$ cat config.mk
export PLATFORM = sky130hd
export DESIGN_NAME = i2s_slot_rx
export DESIGN_NICKNAME = d
export VERILOG_FILES = /design/src/rtl/i2s_slot_rx_pkg.sv /design/src/rtl/i2s_slot_rx_sync.sv /design/src/rtl/i2s_slot_rx_deser.sv /design/src/rtl/i2s_slot_rx_ctrl.sv /design/src/rtl/i2s_slot_rx_out.sv /design/src/rtl/i2s_slot_rx.sv
export SDC_FILE = /design/constraint.sdc
export NUM_CORES = 1
export LEC_CHECK = 0
export ABC_AREA = 1
export BUFFER_PORTS_ARGS = -buffer_cell sky130_fd_sc_hd__buf_2
export CAP_MARGIN = 20
export CORE_ASPECT_RATIO = 0.5
export CORE_MARGIN = 8
export CORE_UTILIZATION = 40
export CTS_BUF_LIST = sky130_fd_sc_hd__clkbuf_8
export CTS_CLUSTER_SIZE = 25
export DETAILED_ROUTE_END_ITERATION = 12
export GPL_TIMING_DRIVEN = 0
export SLEW_MARGIN = 20
export SYNTH_ARGS = -nofsm -noshare
export SYNTH_HDL_FRONTEND = slang
export SYNTH_HIERARCHICAL = 1
export SYNTH_SLANG_ARGS = --single-unit
$ cat constraint.sdc
create_clock -name clk -period 4.7 [get_ports clk]
set_clock_uncertainty 0.2 [all_clocks]
set_input_delay 0.235 -clock clk [delete_from_list [all_inputs] [get_ports clk]]
set_output_delay 0.235 -clock clk [all_outputs]
set_load 0.02 [all_outputs]
$ cat src/rtl/i2s_slot_rx_pkg.sv
package i2s_slot_rx_pkg;

  typedef enum logic [1:0] {
    STOP_MANUAL  = 2'd0,
    STOP_ON_EOF  = 2'd1,
    STOP_ON_FULL = 2'd2,
    STOP_RSVD    = 2'd3
  } stop_mode_e;

  typedef struct packed {
    stop_mode_e stop_mode;
    logic       fill_wide;
    logic       left_just;
    logic       lsb_first;
    logic       ws_pol;
    logic       mono_first;
    logic       mono;
    logic       flush;
    logic       rx_rst;
    logic       run;
  } rx_cfg_t;

  localparam int CFG_USED = $bits(rx_cfg_t);

  // idle, left-justified, first channel kept in mono
  localparam logic [CFG_USED-1:0] CFG_RESET = 11'h090;

endpackage

$ cat src/rtl/i2s_slot_rx_sync.sv
module i2s_slot_rx_sync #(
  parameter int STAGES = 2,
  parameter int LINES  = 3
) (
  input  logic             clk,
  input  logic             rst_n,
  input  logic [LINES-1:0] din,
  output logic [LINES-1:0] dout,
  output logic             rise0
);

  logic [STAGES-1:0] chain [LINES];
  logic              prev0;

  for (genvar g = 0; g < LINES; g++) begin : g_line
    always_ff @(posedge clk or negedge rst_n) begin
      if (!rst_n) chain[g] <= '0;
      else        chain[g] <= {chain[g][STAGES-2:0], din[g]};
    end
    assign dout[g] = chain[g][STAGES-1];
  end

  always_ff @(posedge clk or negedge rst_n) begin
    if (!rst_n) prev0 <= 1'b0;
    else        prev0 <= dout[0];
  end

  assign rise0 = dout[0] & ~prev0;

endmodule

$ cat src/rtl/i2s_slot_rx_deser.sv
module i2s_slot_rx_deser #(
  parameter int SAMPLE_W = 24,
  parameter int SLOT_W   = 32
) (
  input  logic                clk,
  input  logic                rst_n,
  input  logic                clr,
  input  logic                active,
  input  logic                tick,
  input  logic                ws,
  input  logic                sd,
  input  logic                lsb_first,
  input  logic                left_just,
  input  logic                ws_pol,
  output logic                emit_v,
  output logic                emit_right,
  output logic [SAMPLE_W-1:0] emit_sample
);

  localparam int CW = $clog2(SLOT_W + 1);

  logic [CW-1:0]       cnt;
  logic [SAMPLE_W-1:0] sr, sr_next;
  logic                ws_q, have_ws, slot_ok, slot_ws;
  logic                bound, shift_en;

  // a word-select change closes the slot on this very bit
  assign bound    = tick && have_ws && (ws != ws_q);
  assign shift_en = !left_just || (cnt < CW'(SAMPLE_W));

  always_comb begin
    sr_next = sr;
    if (shift_en) begin
      if (lsb_first) sr_next = {sd, sr[SAMPLE_W-1:1]};
      else           sr_next = {sr[SAMPLE_W-2:0], sd};
    end
  end

  always_ff @(posedge clk or negedge rst_n) begin
    if (!rst_n) begin
      cnt         <= '0;
      sr          <= '0;
      ws_q        <= 1'b0;
      have_ws     <= 1'b0;
      slot_ok     <= 1'b0;
      slot_ws     <= 1'b0;
      emit_v      <= 1'b0;
      emit_right  <= 1'b0;
      emit_sample <= '0;
    end else begin
      emit_v <= 1'b0;
      if (clr) begin
        cnt     <= '0;
        sr      <= '0;
        have_ws <= 1'b0;
        slot_ok <= 1'b0;
      end else begin
        if (tick) begin
          ws_q    <= ws;
          have_ws <= 1'b1;
          if (bound) begin
            emit_v      <= slot_ok && active;
            emit_sample <= sr_next;
            emit_right  <= slot_ws ^ ws_pol;
            sr          <= '0;
            cnt         <= '0;
            slot_ok     <= active;
            slot_ws     <= ws;
          end else begin
            sr <= sr_next;
            if (cnt != CW'(SLOT_W)) cnt <= cnt + 1'b1;
          end
        end
        if (!active) slot_ok <= 1'b0;
      end
    end
  end

endmodule

$ cat src/rtl/i2s_slot_rx_ctrl.sv
module i2s_slot_rx_ctrl
  import i2s_slot_rx_pkg::*;
(
  input  logic       clk,
  input  logic       rst_n,
  input  logic       run,
  input  logic       rx_rst,
  input  stop_mode_e stop_mode,
  input  logic       eof,
  input  logic       full,
  output logic       active
);

  logic run_q, stop_hit;

  always_comb begin
    unique case (stop_mode)
      STOP_ON_EOF:  stop_hit = eof;
      STOP_ON_FULL: stop_hit = full;
      default:      stop_hit = 1'b0;
    endcase
  end

  always_ff @(posedge clk or negedge rst_n) begin
    if (!rst_n) begin
      run_q  <= 1'b0;
      active <= 1'b0;
    end else begin
      run_q <= run;
      if (rx_rst || !run)        active <= 1'b0;
      else if (!run_q)           active <= 1'b1;
      else if (active && stop_hit) active <= 1'b0;
    end
  end

endmodule

$ cat src/rtl/i2s_slot_rx_out.sv
module i2s_slot_rx_out
  import i2s_slot_rx_pkg::*;
#(
  parameter int SAMPLE_W = 24,
  parameter int OUT_W    = 32
) (
  input  logic                clk,
  input  logic                rst_n,
  input  logic                flush,
  input  logic                emit_v,
  input  logic                emit_right,
  input  logic [SAMPLE_W-1:0] emit_sample,
  input  logic                mono,
  input  logic                mono_first,
  input  logic                fill_wide,
  input  stop_mode_e          stop_mode,
  input  logic                out_ready,
  output logic                out_valid,
  output logic [OUT_W-1:0]    out_data,
  output logic                out_right,
  output logic                overflow,
  output logic                full
);

  localparam int PAD_W = OUT_W - SAMPLE_W;

  logic [OUT_W-1:0] word;
  logic             keep, take, slot_free;

  if (PAD_W == 0) begin : g_nopad
    assign word = emit_sample;
  end else begin : g_pad
    assign word = {{PAD_W{fill_wide & emit_sample[SAMPLE_W-1]}}, emit_sample};
  end

  assign keep      = !mono || (emit_right == !mono_first);
  assign take      = emit_v && keep;
  assign slot_free = !out_valid || out_ready;
  assign full      = out_valid && !out_ready;

  always_ff @(posedge clk or negedge rst_n) begin
    if (!rst_n) begin
      out_valid <= 1'b0;
      out_data  <= '0;
      out_right <= 1'b0;
      overflow  <= 1'b0;
    end else if (flush) begin
      out_valid <= 1'b0;
      overflow  <= 1'b0;
    end else begin
      if (take && slot_free) begin
        out_valid <= 1'b1;
        out_data  <= word;
        out_right <= emit_right;
      end else if (out_valid && out_ready) begin
        out_valid <= 1'b0;
      end
      if (take && !slot_free && stop_mode != STOP_ON_FULL) overflow <= 1'b1;
    end
  end

endmodule

$ cat src/rtl/i2s_slot_rx.sv
module i2s_slot_rx
  import i2s_slot_rx_pkg::*;
#(
  parameter int SAMPLE_W    = 24,
  parameter int SLOT_W      = 32,
  parameter int OUT_W       = 32,
  parameter int SYNC_STAGES = 2
) (
  input  logic             clk,
  input  logic             rst_n,
  input  logic [31:0]      cfg_word,
  input  logic             bclk_in,
  input  logic             ws_in,
  input  logic             sd_in,
  input  logic             eof_in,
  output logic [OUT_W-1:0] out_data,
  output logic             out_right,
  output logic             out_valid,
  input  logic             out_ready,
  output logic             rx_active,
  output logic             rx_overflow
);

  rx_cfg_t    cfg_q;
  logic       cfg_unused;
  logic [2:0] line_s;
  logic       tick, full;
  logic       emit_v, emit_right;
  logic [SAMPLE_W-1:0] emit_sample;
  logic       flush_req, rx_rst_req;
  logic [1:0] stop_mode_q;

  assign cfg_unused = ^cfg_word[31:CFG_USED];

  always_ff @(posedge clk or negedge rst_n) begin
    if (!rst_n) cfg_q <= rx_cfg_t'(CFG_RESET);
    else        cfg_q <= rx_cfg_t'(cfg_word[CFG_USED-1:0]);
  end

  assign flush_req   = cfg_q.flush;
  assign rx_rst_req  = cfg_q.rx_rst;
  assign stop_mode_q = cfg_q.stop_mode;

  i2s_slot_rx_sync #(.STAGES(SYNC_STAGES), .LINES(3)) u_sync (
    .clk   (clk),
    .rst_n (rst_n),
    .din   ({sd_in, ws_in, bclk_in}),
    .dout  (line_s),
    .rise0 (tick)
  );

  i2s_slot_rx_ctrl u_ctrl (
    .clk       (clk),
    .rst_n     (rst_n),
    .run       (cfg_q.run),
    .rx_rst    (cfg_q.rx_rst),
    .stop_mode (cfg_q.stop_mode),
    .eof       (eof_in),
    .full      (full),
    .active    (rx_active)
  );

  i2s_slot_rx_deser #(.SAMPLE_W(SAMPLE_W), .SLOT_W(SLOT_W)) u_deser (
    .clk         (clk),
    .rst_n       (rst_n),
    .clr         (cfg_q.rx_rst),
    .active      (rx_active),
    .tick        (tick),
    .ws          (line_s[1]),
    .sd          (line_s[2]),
    .lsb_first   (cfg_q.lsb_first),
    .left_just   (cfg_q.left_just),
    .ws_pol      (cfg_q.ws_pol),
    .emit_v      (emit_v),
    .emit_right  (emit_right),
    .emit_sample (emit_sample)
  );

  i2s_slot_rx_out #(.SAMPLE_W(SAMPLE_W), .OUT_W(OUT_W)) u_out (
    .clk         (clk),
    .rst_n       (rst_n),
    .flush       (cfg_q.flush),
    .emit_v      (emit_v),
    .emit_right  (emit_right),
    .emit_sample (emit_sample),
    .mono        (cfg_q.mono),
    .mono_first  (cfg_q.mono_first),
    .fill_wide   (cfg_q.fill_wide),
    .stop_mode   (cfg_q.stop_mode),
    .out_ready   (out_ready),
    .out_valid   (out_valid),
    .out_data    (out_data),
    .out_right   (out_right),
    .overflow    (rx_overflow),
    .full        (full)
  );

endmodule

==> results.md, run 1 <==
- Syn. warnings: 6
- Gate Count Post-Synth: just under 600
- Post-DR wirelength/cell: 13.4 um
- Later-pin clock latency in the skew report: between 300 and 400 ps
- Synthesized Nets: around 620
- Pleak: 2.97 nW
- Peak supply drop: roughly 0.15 mV
- Final ANT Viol Nets: 0
- Worst EP arrival: 1880 ps
- Die W: 174 um
- Nets: 703
- Final Critical Period: between 1500 and 2000 ps
- First-pass GRT wire length: 19,300 um
- R2R Path Start: u_sync/prev0
- Reg2reg end: u_deser/sr[0]
- Io pins: 75
- Post-synthesis cell area: 5010 um^2
- Placed cells: 803
- RSZ-0062 raised after global routing: false
- First-pass DRT Iterations: 5
- Final hold viol count: 0
- Clock-pin slew on the worst setup and hold paths: 100 ps
- Design area: 5890 um^2
- Max-cap violations: 0
- Final GP Congestion: 0.796
- Die area: roughly 17,000 um^2
- Final Cycle Share: 0.389
- IO buf count: 53
- Worst path slowest cell: dfrtp_1
- Reg2Reg Depth: 5
- Clock sinks: 108
- Status: finished, final reports clean
- Area delta synth->final: 17.6%
- CP Launch Point: u_sync/prev0
- Core Box Area: roughly 12,000 um^2
- Tot Pwr: between 1.5 and 2 mW
- Worst setup path endpoint: u_deser/sr[0]
- Final cell count without fillers: 835
- Pin count of the biggest net entering global routing: 71
- Antenna cells: 0
- Initial Util: 0.403
- CP Class: reg -> reg
- Die Ht: roughly 95 um
- HP Class: in -> reg
- CP peak stage delay: 380 ps
- Final core occ: 0.474
- Crit end category: flip-flop
- Vias in the first global route: 3,984
- Post-CTS sizing: 0
- Vias/cell: 4.75
- Detailed Place HPWL: 8140 um
- Final setup fails: 0
- FF-to-FF setup slack: 2870 ps
- Type of origin of the critical path: flip-flop
- WP data required: 4750 ps
- Pwr/cell area: 291 nW/um^2
- CTS tree: done
- FP Rows: 29
- Routed wire length: 11,200 um
- Avg Inst Size Synth: 8.65 um^2
- DRC viols: 0
- Postcts setup bufs: 0
- All-layer global routing usage: 0.143
- Number of CTS-inserted buffers: 9
- TNS Setup: 0 ps
- Max Clk Rate: 547 MHz
- Worst Path Max Fanout: 10
- DR iter-0 viols: 275
- Initial antenna violation count: 0
- Vias: 3,964
- Worst rel slew slack: 0.715
- GR Overflow Total: 0
- CTS Hold Bufs: 16
- H-tree Lvls: 3
- Layout cells sized above 1: 0.202
- Crit path cell chain: nor2_2, or2_1, clkbuf_1, clkbuf_2, o21ai_0
- Root buf cell: clkbuf_8
- Tightest Pin Transition: 428 ps
- Clock tree buffer depth: 2
- Area after DPL: 5520 um^2
- Max-slew violations: 0
worst max-delay path: cells and delay by family (launching register included):
family / cells / cell delay (ps)
buf+inv: 2 / 690
flops: 1 / 380
compound gates: 1 / 140
simple gates: 2 / 290
metal layers:
layer,routed length (um),track usage,vias to the layer above
li1,-,-,2010
met1,5680,0.197,1861
met2,4820,0.220,84
met3,584,0.0340,9
met4,82,0.0459,0
met5,0,0,-
registers in the layout, indices dropped and copies added (netlist names):
register	flops
u_out/out_valid	1
u_deser/sr	24
u_out/out_data	25
u_deser/slot_ok	1
u_ctrl/active	1
u_sync/dout	3
u_deser/emit_sample	24
u_sync/chain	3
u_deser/emit_v	1
u_deser/cnt	6
flush_req	1
u_sync/prev0	1
u_deser/have_ws	1
cfg_q	7
u_deser/emit_right	1
u_deser/slot_ws	1
stop_mode_q	2
u_out/overflow	1
u_ctrl/run_q	1
u_deser/ws_q	1
u_out/out_right	1
rx_rst_req	1
how the worst min path moves through the flow:
stage	startpoint	end	slack (ps)	depth (start not counted)
final	eof_in	u_ctrl/active	90	6
after detailed placement	rst_n	u_sync/chain[0]	-30	1
after global routing	eof_in	u_ctrl/active	120	6
after floorplan	rst_n	cfg_q[0]	-260	0
after CTS	eof_in	u_ctrl/active	60	6
after global placement	u_sync/chain[4]	u_sync/dout[0]	130	0
layout by cell type, fill, tap and decap left out, drive strengths merged:
master and n:
nand2 214, dfrtp 106, o21ai 101, buf 88, inv 48, nand4 26, clkbuf 19, dlygate4sd3 16
nor2 13, nand3 12, ha 4, a21oi 4, xor2 4, dfstp 2, clkinvlp 2, clkinv 1
bufinv 1, nor3 1, or2 1, a31oi 1, o21a 1
area by class of cell:
class | count | area (um^2)
buffer | 42 | 307
clock buffer | 11 | 151
clock inverter | 5 | 58.8
fill | 1241 | 6550
inverter | 47 | 176
multi-input combinational | 382 | 1820
sequential | 108 | 2710
tap | 170 | 213
timing repair buffer | 70 | 459
where the power goes:
group          switching (mW)  internal (mW)  total [mW]
Clock                   0.318          0.276       0.595
Sequential             0.0203          0.954       0.974
Combinational          0.0921         0.0540       0.146
through the flow:
stage	hold slack [ps]	setup slack (ps)
detailed placement	-29.9	2900
CTS	63.9	2860
floorplan	-261	3210
global placement	135	1860
finish	85.1	2870
global route	120	2700
Note: power is estimated with default switching activity, not from simulation.
==> inputs of run 2 (changes only) <==
Clock period 4.7 ns to 1.6 ns, I/O delays scaled along.
==> run 2 against run 1 <==
The flow now finishes with violations (hold timing, setup timing). Flip-flop and latch count unchanged. Critical path depth up 2. Largest cell class unchanged. Die area unchanged. Fmax up 13%. Routed wire length up 3.6%. Sequential power rose to 2.9 times the previous value. Global-route usage up 0.26 points.
==> results.md, run 2 (synthesized netlist as in run 1, its figures left out) <==
- Largest Register: u_out/out_data
- Most frequent cells in the layout: nand2_1 (185), dfrtp_1 (105), buf_2 (60)
- Area after DPL: between 5000 and 6000 um^2
- Die Ht: 95.1 um
- Vias/cell: 4.77
- TNS Setup: -198 ps
- CP Class: reg -> reg
- Design area: 6210 um^2
- Vias: between 4k and 5k
- Post-DR wirelength/cell: 13.5 um
- Clock-pin slew on the worst setup and hold paths: around 100 ps
- Final hold slack: -38.5 ps
- DR iter-0 viols: between 200 and 300
- Die W: approximately 170 um
- Vias in the first global route: roughly 4.0k
- Worst rel slew slack: 0.729
- Failing checks: hold timing, setup timing
- Max-slew violations: 0
- Status: finished with violations
- All-layer global routing usage: 0.145
- Later-pin clock latency in the skew report: 380 ps
- Top Registers: u_out/out_data (25), u_deser/emit_sample (24), u_deser/sr (24)
- Clock sinks: 108
- Detailed Place HPWL: 8140 um
- Area delta synth->final: 24.0%
- FP Rows: 29
- Worst Path Max Fanout: 10
- Final ANT Viol Nets: 0
- Worst EP arrival: 1720 ps
- Worst setup margin: -20.3 ps
- Clock tree buffer depth: 2
- Initial Util: 0.403
- Final setup fails: 23
- Number of flip-flops in the largest register: 25
- Type of origin of the critical path: flip-flop
- Final cell count without fillers: 856
- Most common cell after layout, fill and taps aside: nand2_1
- Final Cycle Share: 1.01
- Root buf cell: clkbuf_8
- Initial antenna violation count: 0
- Final GP Congestion: 0.796
- Nets: 724
- Pleak: 3.15 nW
- Routed wire length: 11,600 um
- DRC viols: 0
- GR Overflow Total: 0
- WP data required: roughly 1700 ps
- Io pins: 75
- RSZ-0062 raised after global routing: true
- Pwr/cell area: 823 nW/um^2
- Max Clk Rate: 617 MHz
- Max-cap violations: 0
- Layout cells sized above 1: 0.277
- CTS tree: done
- HP Class: in -> async
- Crit end category: flip-flop
- H-tree Lvls: 3
- First-pass DRT Iterations: 4
- Die area: about 17,000 um^2
- Placed cells: 803
- Antenna cells: 0
- Number of CTS-inserted buffers: 9
- Pin count of the biggest net entering global routing: 71
- Final hold viol count: 37
- CTS Hold Bufs: 17
- Peak supply drop: 0.442 mV
- First-pass GRT wire length: 19,600 um
- Core Box Area: 12,400 um^2
- Tightest Pin Transition: a little over 400 ps
- IO buf count: 53
- Final Critical Period: roughly 1600 ps
run 2: critical path: stages (launching register included):
cell	delay, ps
dfrtp_2	460
inv_4	110
nand2_2	90
buf_6	150
a31oi_4	220
buf_6	180
nand2_1	60
o21ai_0	70
run 2: area by class of cell:
| class | count | area, um^2 |
|---|---|---|
| inverters | 47 | 179 |
| plain buffers | 41 | 324 |
| clock buffers | 11 | 151 |
| well taps | 170 | 213 |
| flip-flops and latches | 108 | 2710 |
| repair buffers | 92 | 636 |
| fillers | 1225 | 6230 |
| clock inverters | 5 | 58.8 |
| multi-input cells | 382 | 1950 |
run 2: repair_timing:
| item | in CTS | in global routing |
|---|---|---|
| pin swaps | 3 | 4 |
| buffers inserted | 7 | 12 |
| cloned | 1 | 1 |
| setup endpoints to repair | 55 | 76 |
| endpoints found under the hold margin | 124 | 37 |
| resized for setup | 15 | 59 |
run 2: worst paths after layout:
path                                  endpoint  slack (ps)  cells after the start             from
worst max-delay path             u_deser/sr[6]         -20                      7       rx_rst_req
worst min-delay path            u_deser/cnt[4]         -40                      2            rst_n
worst max register to register   u_deser/sr[6]         -20                      7       rx_rst_req
worst min register to register  u_sync/dout[0]         150                      0  u_sync/chain[4]
max in group asynchronous             cfg_q[4]         520                      3            rst_n
min in group clk                    rx_rst_req         130                      2      cfg_word[1]
run 2: per-stage QoR:
step	setup slack (ps)	total power, mW	utilization
detailed placement	-197	3.32	0.444
global route	-130	5.36	0.499
finish	-20.3	5.11	0.499
global placement	-1090	3.30	0.441
floorplan	110	3.14	-
CTS	-23.5	5.14	0.482
run 2: layer usage:
metal / routed length, um / track usage / vias to the layer above
met5: 0 / 0 / -
met4: 113 / 0.0445 / 0
met3: 571 / 0.0340 / 10
met2: 5070 / 0.226 / 87
met1: 5820 / 0.201 / 1935
li1: - / - / 2050
run 2: where the power goes:
group / switching (mW) / total [mW] / internal [mW]
clock: 0.932 / 1.74 / 0.812
sequential: 0.0643 / 2.87 / 2.80
combinational: 0.301 / 0.501 / 0.200
total: 1.30 / 5.11 / 3.82
==> inputs of run 3 (changes only) <==
Settings changed: ABC_AREA 1 to not set.
==> run 3 against run 2 <==
Worst hold slack worse by 99 ps. Clock power down 3%. Final area rose by 7.6%. Highest routed layer unchanged. The flow still finishes with violations (hold timing, setup timing).
==> results.md, run 3 <==
- Status: finished with violations
- Failing checks: hold timing, setup timing
- Final core occ: 0.571
- Final hold viol count: 31
- Type of origin of the critical path: flip-flop
- DRC viols: 0
- Fillers: 961
- Tot Pwr: roughly 5.1 mW
- Number of CTS-inserted buffers: 9
- Die W: between 150 and 200 um
- Die area: ~16,000 um^2
- Area delta synth->final: 40.6%
- IO buf count: 53
- Worst rel slew slack: 0.746
- Layout cells sized above 1: 0.563
- Clock-pin slew on the worst setup and hold paths: 100 ps
- Max-cap violations: 0
- Post-synthesis cell area: about 4800 um^2
- HP Start: out_ready
- Pin count of the biggest net entering global routing: 79
- Synthesized Nets: 421
- Later-pin clock latency in the skew report: 370 ps
- Top Registers: u_out/out_data (25), u_deser/emit_sample (24), u_deser/sr (24)
- CP Launch Point: cfg_q[4]
- Placed cells: 597
- Final Cycle Share: 1.22
- Worst EP arrival: approximately 2000 ps
- Antenna cells: 0
- Routed wire length: 10,400 um
- Final GP Congestion: 0.778
- Area after DPL: 5290 um^2
- Post-DR wirelength/cell: 15.9 um
- WP data required: 1660 ps
- Clock tree buffer depth: 2
- Final ANT Viol Nets: 0
- RSZ-0062 raised after global routing: true
- Final hold slack: -137 ps
- First-pass GRT wire length: ~17,000 um
- FP Rows: 28
- CTS Hold Bufs: 16
- Number of flip-flops in the largest register: 25
- Syn. warnings: 6
- First-pass DRT Iterations: 4
- Vias in the first global route: 3,375
- Core Box Area: 11,700 um^2
- CP Class: reg -> reg
- Gate Count Post-Synth: 378
- All-layer global routing usage: 0.136
- Avg Inst Size Synth: around 13 um^2
- Tightest Pin Transition: between 300 and 400 ps
- Final cell count without fillers: 657
- Io pins: 75
- Pwr/cell area: 760 nW/um^2
- FF-to-FF setup slack: -350 ps
- TNS Setup: -11,760 ps
- Peak supply drop: 0.376 mV
- DR iter-0 viols: 150
- Clock sinks: ~110
- GR Overflow Total: 0
- R2R Path Start: cfg_q[4]
- Die Ht: slightly above 90 um
- Final Critical Period: 1950 ps
- Most common cell after layout, fill and taps aside: dfrtp_1
- Pre-CTS setup slack: -691 ps
- Max Clk Rate: 512 MHz
- Initial Util: 0.406
- Most frequent cells in the layout: dfrtp_1 (101), buf_2 (53), o21ai_2 (36)
- Root buf cell: clkbuf_8
- Max-slew violations: 0
- Pleak: 2.97 nW
- Worst Path Max Fanout: 5
- Largest Register: u_out/out_data
- Vias: around 3.2k
- Vias/cell: 4.91
- Final setup fails: 77
- Initial antenna violation count: 0
- Detailed Place HPWL: 6260 um
- CTS tree: done
- H-tree Lvls: 3
- Design area: 6680 um^2
- HP Class: in -> reg
- Nets: 530
- Crit end category: flip-flop
- Worst setup margin: -352 ps
-- run 3: per-layer routing --
metal	track usage	up-vias	part of all wire
li1	-	1544	-
met1	0.177	1632	0.47
met2	0.216	41	0.47
met3	0.0383	11	0.042
met4	0.0457	0	0.013
met5	0	-	0
-- run 3: path summary, 6_finish.rpt --
check	depth (start not counted)	end
worst max register to register	5	u_out/out_data[3]
worst min-delay path	4	u_out/out_valid
min in group asynchronous	2	stop_mode_q[0]
worst max-delay path	5	u_out/out_data[3]
max in group asynchronous	3	u_deser/emit_right
worst min register to register	0	u_sync/dout[2]
-- run 3: what timing repair did --
item | 4_1_cts | 5_1_grt
pin swaps | 15 | 27
hold endpoints to repair | 124 | 31
setup endpoints to repair | 76 | 83
gates cloned | 5 | 2
setup buffers | 21 | 4
gates resized for setup | 101 | 79
-- run 3: area by class of cell --
class,instances,area (um^2),area share
sequential,108,2710,0.406
multi-input combinational,233,2390,0.358
timing repair buffer,101,828,0.124
buffer,26,312,0.0466
tap,165,206,0.0309
clock buffer,10,138,0.0206
clock inverter,6,63.8,0.00955
inverter,8,30.0,0.00449
-- run 3: worst max-delay path: stages (launching register included) --
cell,delay (ps)
dfstp_2,580
xnor2_4,80
a2111oi_4,300
buf_6,210
buf_6,150
mux2_2,330
-- run 3: where the power goes --
part	switching (mW)	total [mW]	leakage [nW]	internal (mW)
sequential	0.0735	2.87	1.44	2.80
combinational	0.247	0.513	1.43	0.267
clock	0.930	1.69	0.0983	0.764
total	1.25	5.08	2.97	3.83
